$ cat config.mk
export PLATFORM = sky130hd
export DESIGN_NAME = uart_rx_buffer
export DESIGN_NICKNAME = d
export VERILOG_FILES = /design/src/rtl/uart_rxb_pkg.sv /design/src/rtl/rxb_char_align.sv /design/src/rtl/rxb_fifo.sv /design/src/rtl/rxb_line_flags.sv /design/src/rtl/uart_rx_buffer.sv
export SDC_FILE = /design/constraint.sdc
export NUM_CORES = 1
export LEC_CHECK = 0
export BUFFER_PORTS_ARGS = -buffer_cell sky130_fd_sc_hd__buf_2
export CORE_AREA = 2 2 166 168
export CTS_BUF_LIST = sky130_fd_sc_hd__clkbuf_16
export DETAILED_ROUTE_END_ITERATION = 10
export DIE_AREA = 0 0 168 170
export GPL_TIMING_DRIVEN = 0
export PLACE_DENSITY = 0.44
export SYNTH_ARGS = -nofsm -noshare
export SYNTH_HDL_FRONTEND = slang
export SYNTH_SLANG_ARGS = --single-unit
$ cat constraint.sdc
create_clock -name clk_i -period 3.4 [get_ports clk_i]
set_clock_uncertainty 0.1 [all_clocks]
set_input_delay 0.85 -clock clk_i [delete_from_list [all_inputs] [get_ports clk_i]]
set_output_delay 0.85 -clock clk_i [all_outputs]
set_load 0.01 [all_outputs]
$ cat src/rtl/uart_rxb_pkg.sv
package uart_rxb_pkg;
  localparam int unsigned DATA_W = 8;
  localparam int unsigned BUS_W  = 32;

  typedef enum logic [1:0] {
    LEN5 = 2'd0,
    LEN6 = 2'd1,
    LEN7 = 2'd2,
    LEN8 = 2'd3
  } char_len_e;
endpackage

$ cat src/rtl/rxb_char_align.sv
module rxb_char_align
  import uart_rxb_pkg::*;
(
  input  logic [DATA_W-1:0] bits_i,
  input  char_len_e         len_i,
  output logic [DATA_W-1:0] byte_o
);
  logic [DATA_W-1:0] mask;

  // keep the low (5 + len) bits
  always_comb begin
    mask   = {DATA_W{1'b1}} >> (2'd3 - len_i);
    byte_o = bits_i & mask;
  end

  always_comb begin
    if (len_i == LEN5) assert_len5_R2: assert (byte_o[DATA_W-1:5] == '0);
  end
endmodule

$ cat src/rtl/rxb_fifo.sv
module rxb_fifo #(
  parameter int unsigned DEPTH = 16,
  parameter int unsigned W     = 8
) (
  input  logic         clk_i,
  input  logic         rst_ni,
  input  logic         flush_i,
  input  logic         push_i,
  input  logic         pop_i,
  input  logic [W-1:0] data_i,
  output logic [W-1:0] data_o,
  output logic         empty_o,
  output logic         full_o
);
  localparam int unsigned PTR_W = (DEPTH > 1) ? $clog2(DEPTH) : 1;
  localparam int unsigned CNT_W = $clog2(DEPTH + 1);
  localparam logic [PTR_W-1:0] LAST = PTR_W'(DEPTH - 1);
  localparam logic [CNT_W-1:0] FULL_CNT = CNT_W'(DEPTH);

  logic [W-1:0]     mem_q [DEPTH];
  logic [PTR_W-1:0] wr_ptr_q, rd_ptr_q;
  logic [CNT_W-1:0] count_q;
  logic             do_push, do_pop;

  assign empty_o = (count_q == '0);
  assign full_o  = (count_q == FULL_CNT);
  assign data_o  = mem_q[rd_ptr_q];
  assign do_pop  = pop_i & ~empty_o;
  assign do_push = push_i & (~full_o | do_pop);

  always_ff @(posedge clk_i or negedge rst_ni) begin
    if (!rst_ni) begin
      wr_ptr_q <= '0;
      rd_ptr_q <= '0;
      count_q  <= '0;
    end else if (flush_i) begin
      wr_ptr_q <= '0;
      rd_ptr_q <= '0;
      count_q  <= '0;
    end else begin
      if (do_push) wr_ptr_q <= (wr_ptr_q == LAST) ? '0 : wr_ptr_q + 1'b1;
      if (do_pop)  rd_ptr_q <= (rd_ptr_q == LAST) ? '0 : rd_ptr_q + 1'b1;
      if (do_push && !do_pop)      count_q <= count_q + 1'b1;
      else if (do_pop && !do_push) count_q <= count_q - 1'b1;
    end
  end

  for (genvar g = 0; g < DEPTH; g++) begin : g_slot
    always_ff @(posedge clk_i or negedge rst_ni) begin
      if (!rst_ni) mem_q[g] <= '0;
      else if (do_push && !flush_i && wr_ptr_q == PTR_W'(g)) mem_q[g] <= data_i;
    end
  end

  assert_no_overflow_R8: assert property (@(posedge clk_i) disable iff (!rst_ni)
    full_o && push_i && !pop_i && !flush_i |=> full_o && count_q == $past(count_q));
  assert_pop_order_R5: assert property (@(posedge clk_i) disable iff (!rst_ni)
    do_pop && !flush_i |=> rd_ptr_q != $past(rd_ptr_q) || DEPTH == 1);
  assert_count_range_R8: assert property (@(posedge clk_i) disable iff (!rst_ni)
    count_q <= FULL_CNT);
endmodule

$ cat src/rtl/rxb_line_flags.sv
module rxb_line_flags (
  input  logic clk_i,
  input  logic rst_ni,
  input  logic clr_i,
  input  logic set_pe_i,
  input  logic set_fe_i,
  input  logic set_oe_i,
  output logic pe_o,
  output logic fe_o,
  output logic oe_o
);
  always_ff @(posedge clk_i or negedge rst_ni) begin
    if (!rst_ni) begin
      pe_o <= 1'b0;
      fe_o <= 1'b0;
      oe_o <= 1'b0;
    end else begin
      // set beats clear
      pe_o <= set_pe_i | (pe_o & ~clr_i);
      fe_o <= set_fe_i | (fe_o & ~clr_i);
      oe_o <= set_oe_i | (oe_o & ~clr_i);
    end
  end

  assert_sticky_R4: assert property (@(posedge clk_i) disable iff (!rst_ni)
    pe_o && !clr_i |=> pe_o);
  assert_clear_R9: assert property (@(posedge clk_i) disable iff (!rst_ni)
    clr_i && !set_pe_i && !set_fe_i && !set_oe_i |=> !pe_o && !fe_o && !oe_o);
  assert_set_wins_R9: assert property (@(posedge clk_i) disable iff (!rst_ni)
    set_pe_i |=> pe_o);
endmodule

$ cat src/rtl/uart_rx_buffer.sv
module uart_rx_buffer
  import uart_rxb_pkg::*;
#(
  parameter int unsigned FIFO_DEPTH = 16
) (
  input  logic              clk_i,
  input  logic              rst_ni,
  input  logic              fifo_mode_i,
  input  logic              char_valid_i,
  input  logic [DATA_W-1:0] char_bits_i,
  input  logic [1:0]        char_len_i,
  input  logic              parity_err_i,
  input  logic              frame_err_i,
  input  logic              rd_data_i,
  input  logic              rd_lsr_i,
  output logic [BUS_W-1:0]  rd_data_o,
  output logic              data_ready_o,
  output logic              parity_err_o,
  output logic              frame_err_o,
  output logic              overrun_err_o
);
  logic              mode_q, mode_chg, push;
  logic [DATA_W-1:0] aligned, fifo_data, hold_q, head;
  logic              hold_vld_q, fifo_empty, fifo_full, overrun;

  assign mode_chg = fifo_mode_i ^ mode_q;
  assign push     = char_valid_i & ~mode_chg;

  rxb_char_align u_align (
    .bits_i (char_bits_i),
    .len_i  (char_len_e'(char_len_i)),
    .byte_o (aligned)
  );

  rxb_fifo #(.DEPTH(FIFO_DEPTH), .W(DATA_W)) u_fifo (
    .clk_i   (clk_i),
    .rst_ni  (rst_ni),
    .flush_i (mode_chg),
    .push_i  (push & mode_q),
    .pop_i   (rd_data_i & mode_q & ~mode_chg),
    .data_i  (aligned),
    .data_o  (fifo_data),
    .empty_o (fifo_empty),
    .full_o  (fifo_full)
  );

  always_ff @(posedge clk_i or negedge rst_ni) begin
    if (!rst_ni) begin
      mode_q     <= 1'b0;
      hold_q     <= '0;
      hold_vld_q <= 1'b0;
    end else begin
      mode_q <= fifo_mode_i;
      if (mode_chg) begin
        hold_q     <= '0;
        hold_vld_q <= 1'b0;
      end else if (!mode_q) begin
        if (push) begin
          hold_q     <= aligned;
          hold_vld_q <= 1'b1;
        end else if (rd_data_i) begin
          hold_q     <= '0;
          hold_vld_q <= 1'b0;
        end
      end
    end
  end

  assign overrun = push & ~rd_data_i & (mode_q ? fifo_full : hold_vld_q);

  rxb_line_flags u_flags (
    .clk_i    (clk_i),
    .rst_ni   (rst_ni),
    .clr_i    (rd_lsr_i),
    .set_pe_i (char_valid_i & parity_err_i),
    .set_fe_i (char_valid_i & frame_err_i),
    .set_oe_i (overrun),
    .pe_o     (parity_err_o),
    .fe_o     (frame_err_o),
    .oe_o     (overrun_err_o)
  );

  assign data_ready_o = mode_q ? ~fifo_empty : hold_vld_q;
  assign head         = mode_q ? (fifo_empty ? '0 : fifo_data) : hold_q;
  assign rd_data_o    = {{(BUS_W-DATA_W){1'b0}}, head};

  assert_dr_clear_R3: assert property (@(posedge clk_i) disable iff (!rst_ni)
    !mode_q && !mode_chg && rd_data_i && !char_valid_i |=> !data_ready_o && rd_data_o == '0);
  assert_flush_R11: assert property (@(posedge clk_i) disable iff (!rst_ni)
    mode_chg |=> !data_ready_o);
  assert_hold_ovr_R7: assert property (@(posedge clk_i) disable iff (!rst_ni)
    !mode_q && !mode_chg && hold_vld_q && char_valid_i && !rd_data_i |=> overrun_err_o);
  assert_flags_kept_R4: assert property (@(posedge clk_i) disable iff (!rst_ni)
    rd_data_i && !rd_lsr_i && frame_err_o |=> frame_err_o);
endmodule

-- Word level (Yosys, flattened, before mapping)
Cells that the tools add are included.
- shifts and indexed selects: 1
- equality and inequality tests: 18
- muxes and demuxes: 24
- reductions and logical operators: 29
- add/subtract/negate cells: 5
- magnitude comparators: 1
- bitwise gates (word level): 25
- operator list (cell ; number):
    2-to-1 mux 8 bit ; 8
    == test 4 bit, second input constant ; 9
    binary-select mux 8 bit (select 4 bit) ; 1
    2-to-1 mux 4 bit ; 6
    logical AND 1 bit ; 19
    == test 4 x 3 -> 1 bit, second input constant ; 4
    2-to-1 mux 5 bit ; 3
    bitwise AND 1 bit ; 13
    adder 4 x 1 -> 4 bit, second input constant ; 2
    bitwise AND 8 bit ; 1
    == test 4 x 2 -> 1 bit, second input constant ; 2
    right shift 8 x 2 -> 8 bit, first input constant ; 1
    2-to-1 mux 1 bit ; 6
    nonzero test 3 bit ; 2
    adder 5 x 1 -> 5 bit, second input constant ; 1
    == test 5 bit, second input constant ; 1
    >= comparator 5 bit, second input constant ; 1
    zero test 5 bit ; 1
    inverter 1 bit ; 5
    inverter 4 -> 5 bit ; 1
    subtractor 5 x 1 -> 5 bit, second input constant ; 1
    == test 4 x 1 -> 1 bit, second input constant ; 1
    zero test 4 bit ; 1
    OR 1 bit ; 4
    other kinds (6) ; 9
- register bits after elaboration: 154
- input bits: 18
- output and inout port bits: 36
- logic and storage cells: 128

-- Logic depth before layout (Yosys ltp)
- word-level depth: 11
- mapped depth: 10
- mapped depth without buffers: 9

-- Modules after synthesis
Synthesis repeated with hierarchy kept, for this count alone.
- cells, all modules: 594
- area total of the unflattened synthesis: 7892.6 sq um
- modules (own cells, without submodules) (module ; cells each ; instances ; seq. area each (sq um) ; area an instance (sq um)):
    rxb_fifo ; 495 ; 1 ; 3528.4 ; 6892.9
    uart_rx_buffer ; 84 ; 1 ; 250.2 ; 839.6
    rxb_line_flags ; 7 ; 1 ; 75.1 ; 101.3
    rxb_char_align ; 8 ; 1 ; 0.0 ; 58.8

-- Least setup slack after synthesis
No wires, ideal clock.
- kind: input port to flip-flop
- start point: input port fifo_mode_i
- end point: register u_fifo.count_q[4]
- setup slack: 0.145 ns
- arrival: 3.086 ns
- path buffers: 1
- required time: 3.231 ns
- cell stages on the path: 10
- setup time: 0.069 ns
- cells stage by stage: ha_1 clkbuf_2 and3b_2 o21a_4 nand2_1 fa_1 a21o_1 a2111oi_0 mux2i_1 nand3_1
- longest elaborated chain between the ends: 9
- elaborated cells on any way between the ends: 15
- those cells by class: mux (2); bitwise (8); reduce/logical (5)
- RTL lines (element ; RTL line ; text):
    start: declaration ; uart_rx_buffer.sv:8 ; input logic fifo_mode_i,
    bitwise XOR 1 bit (*) ; uart_rx_buffer.sv:26 ; assign mode_chg = fifo_mode_i ^ mode_q;
    inverter 1 bit ; uart_rx_buffer.sv:27, uart_rx_buffer.sv:40 ;
    bitwise AND 1 bit ; uart_rx_buffer.sv:40 ; .pop_i (rd_data_i & mode_q & ~mode_chg),
    bitwise AND 1 bit ; rxb_fifo.sv:28 ; assign do_pop = pop_i & ~empty_o;
    OR 1 bit ; rxb_fifo.sv:29 ; assign do_push = push_i & (~full_o | do_pop);
    bitwise AND 1 bit ; rxb_fifo.sv:29 ;
    logical AND 1 bit or zero test 1 bit (tied branches) ; rxb_fifo.sv:43, rxb_fifo.sv:44 ;
    2-to-1 mux 5 bit or logical AND 1 bit (tied branches) ; rxb_fifo.sv:43, rxb_fifo.sv:44 ;
    2-to-1 mux 5 bit or nonzero test 3 bit (tied branches) ; - ;
    end signal: assignment ; rxb_fifo.sv:43 ; if (do_push && !do_pop) count_q <= count_q + 1'b1;
    end signal: assignment ; rxb_fifo.sv:44 ; else if (do_pop && !do_push) count_q <= count_q - 1'b1;
    end: declaration ; rxb_fifo.sv:22 ; logic [CNT_W-1:0] count_q;
Every way passes the cells marked *; elsewhere a longest branch is shown, timed or not.
A chain may end at the register's enable or synchronous reset.

-- Worst setup path in the final report
- start point: register u_fifo.rd_ptr_q[0]
- end point: output port rd_data_o[7]
- longest elaborated chain between the ends: 6
- RTL lines (element ; RTL line ; text):
    start: declaration ; rxb_fifo.sv:21 ; logic [PTR_W-1:0] wr_ptr_q, rd_ptr_q;
    start signal: assignment ; rxb_fifo.sv:42 ; if (do_pop) rd_ptr_q <= (rd_ptr_q == LAST) ? '0 : rd_ptr_q + 1'b1;
    inverter 4 -> 5 bit (not written as such) ; rxb_fifo.sv:27 ; assign data_o = mem_q[rd_ptr_q];
    binary-select mux 8 bit (select 4 bit) ; rxb_fifo.sv:27 ;
    2-to-1 mux 8 bit (not written as such) (2 in a row) ; rxb_fifo.sv:27 ;
    2-to-1 mux 8 bit (2 in a row) ; uart_rx_buffer.sv:84 ; assign head = mode_q ? (fifo_empty ? '0 : fifo_data) : hold_q;
    end: declaration ; uart_rx_buffer.sv:16 ; output logic [BUS_W-1:0] rd_data_o,
No other way between the ends. The select of a mux whose other input is x is not followed.

==> metrics.md <==
| Metric | Value |
|---|---|
| Number of flops mapped to enable cells by yosys | 0 |
| Finished Cell Area | 9360 µm² |
| Worst-Margin Slew | 1.27 ns |
| Yosys cell types | 54 |
| Sequential area share after synthesis | 48.9% |
| Most common cell after layout, fill and taps aside | dfrtp_1 |
| Worst vdd ir | 0.000234 V |
| Post-synthesis compound-gate area fraction | 6.21% |
| CP endpoint kind | primary output |
| Setup CP Type | reg -> out |
| Nets | 669 |
| Drt drc | 0 |
| Vias | 4800 |
| Num CTS Buffers | 17 |
| Initial Util | 29.6% |
| Global-route wire length before repair | 30.4 mm |
| Area contributors post-synth | dfrtp_1, mux2_2, mux4_2 |
| DIE AREA | 28600 µm² |
| Clock Latency Late Sink | 0.42 ns |
| Max Root-Sink Buffers | 2 |
| Clock-pin transition on the worst setup and hold timing paths | 0.06 ns |
| GRT Util Overall | 14.1% |
| Synthesis-to-finish area growth | 18.8% |
| GPL Wtd Cong | 0.762 |
| Avg Inst Size Synth | 14.0 µm² |
| Pleak | 0.00423 µW |
| Most frequent cells in the layout | dfrtp_1, mux2_2, buf_4, mux4_2, mux2_4 |
| Asr flop ratio synth | 100% |
| Vias per Instance | 4.83 |
| Simple-gate share of the synthesized area | 5.96% |
| Worst Hold Class | in -> async |
| Layout Utilization | 35.1% |
| Area after DPL | 8560 µm² |
| Largest net degree at the start of global routing | 96 |
| Post-route minimum period | 3.31 ns |
| Biggest area consumer among synthesized cells | dfrtp_1 |
| Die Y-Extent | 170 µm |
| Cell Pwr Density | 539 nW/µm² |
| CTS tree | built |
| Drt first pass iters | 4 |
| FP Rows | 60 |
| Xor/xnor cell area share of the yosys netlist | 0.334% |
| Number of port buffers | 28 |
| Vias in the first global route | 4952 |
| Synthesis-stage register bit count | 154 |
| Synth Area in Adders | 1.84% |
| Crit-path max FO | 10 |
| RSZ-0062 raised after global routing | true |
| Final Setup Violations | 0 |
| Fmax | 302 MHz |
| Yosys top cell area share | 48.9% |
| Final wirelength | 19.3 mm |
| R2R depth | 8 |
| Die extent in x | 168 µm |
| Required time worst endpoint | 2.45 ns |
| Largest family of logic cells by synthesized area | multiplexers |
| Post-synthesis cell area | 7880 µm² |
| Mux contribution to synthesized area | 31.1% |
| I/O pin count | 54 |
| Synth Instances | 561 |
| Grt ovf | 0 |
| Root Driver | clkbuf_16 |
| Slew HR | 15.1% |
| MaxCap Viol Count | 0 |
| Clock sink count | 154 |
| CTS H-tree lvls | 4 |
| Setup crit start kind | flip-flop |
| Detail Route Antenna Nets | 0 |
| Primary FF master, synth | dfrtp_1 |
| DPL Wire Length | 13.2 mm |
| Initial antenna violation count | 0 |
| Status | complete, no violations |
| Final Hold Fails | 0 |
| Area of the core | 26700 µm² |
| Ant diodes | 0 |
| Yosys warning count | 0 |
| Layout cell share with drive strength beyond 1 | 45.3% |
| Max-slew violations | 0 |
| Drt wl/cell | 19.4 µm |
| Part of the cycle the worst path needs | 97.2% |
| CP Data Arrival Time | 2.36 ns |
| FILL cells | 2548 |
| DRT iter0 DRCs | 227 |
| Hold_buf cts | 0 |
==> cell type report <==
class	count	area (µm²)	share of cell area, %
plain buffers	59	433	4.63
clock buffers	17	425	4.54
clock inverters	15	171	1.83
inverters	17	63.8	0.682
multi-input cells	352	3730	39.9
flip-flops and latches	154	3860	41.2
well taps	341	427	4.56
repair buffers	39	249	2.66
==> layer usage <==
layer  GRT usage, %  up-vias  share of wire, %
li1               -     2191                 -
met1           19.6     2498                49
met2           22.9       93                46
met3           2.74       18               3.0
met4           3.44        0               1.1
met5              0        -                 0
==> worst max-delay path, cell delays in order, from the launching register on <==
cell	delay, ns
dfrtp_1	0.39
buf_12	0.15
buf_12	0.16
mux4_2	0.56
mux2i_4	0.22
o22a_1	0.16
o21ai_0	0.10
buf_2	0.19
==> sequential cells by signal (all words and copies together), names as in the netlist, 4 cells and up <==
name             flops
u_fifo.wr_ptr_q      4
u_fifo.count_q       5
u_fifo.mem_q       128
u_fifo.rd_ptr_q      4
hold_q               8
==> report_power, final <==
part	internal, µW	switching (µW)
combinational	516	590
clock	1160	787
sequential	1930	65.3
total	3610	1440
==> cells in the mapped netlist, types with 6 or more instances <==
| master | count |
|---|---|
| dfrtp_1 | 154 |
| mux2_2 | 96 |
| mux2_4 | 32 |
| mux4_2 | 32 |
| buf_4 | 24 |
| clkbuf_1 | 18 |
| inv_1 | 17 |
| mux2i_1 | 17 |
| nand2_1 | 15 |
| o21ai_0 | 15 |
| nand3_1 | 13 |
| a21oi_1 | 12 |
| ha_1 | 10 |
| a22o_1 | 9 |
| o22a_1 | 8 |
| buf_1 | 6 |
| buf_2 | 6 |
| buf_6 | 6 |
| o211ai_1 | 6 |
==> stage by stage <==
step	hold WS (ns)	cells	setup WS (ns)	TNS [ns]	power (µW)
5_1_grt	0.349	994	-0.00647	-0.00647	5290
3_5_place_dp	0.391	954	-0.383	-5.20	3000
6_report	0.298	994	0.0938	0	5050
2_1_floorplan	0.365	584	0.145	0	2690
3_3_place_gp	0.383	953	-0.943	-148.44	2970
4_1_cts	0.343	992	0.0139	0	5060
==> what timing repair did <==
item	in CTS	in global routing
setup endpoints to repair	9	9
resized for setup	42	8
buffers inserted	7	3
pin swaps	2	2
==> worst paths after layout <==
path	slack, ns	startpoint	endpoint
min in group clk_i	0.40	hold_q[2]	hold_q[2]
setup reg to reg	0.26	u_fifo.count_q[0]	u_fifo.count_q[4]
hold / removal	0.30	rst_ni	u_fifo.count_q[1]
max in group asynchronous	2.05	rst_ni	u_fifo.mem_q[41]
setup / recovery	0.09	u_fifo.rd_ptr_q[0]	rd_data_o[7]
hold reg to reg	0.40	hold_q[2]	hold_q[2]
==> logic make-up (layout without fill, tap and decap cells) <==
logic type,after synthesis,in the layout
multiplexers,177,177
flip-flops,154,154
buffers and inverters,78,147
AO/OA/AOI/OAI,69,69
AND/OR/NAND/NOR,68,68
adder cells (fa/ha/maj),11,11
XOR/XNOR,3,3
other,1,24
(Power assumes the default switching activity.)
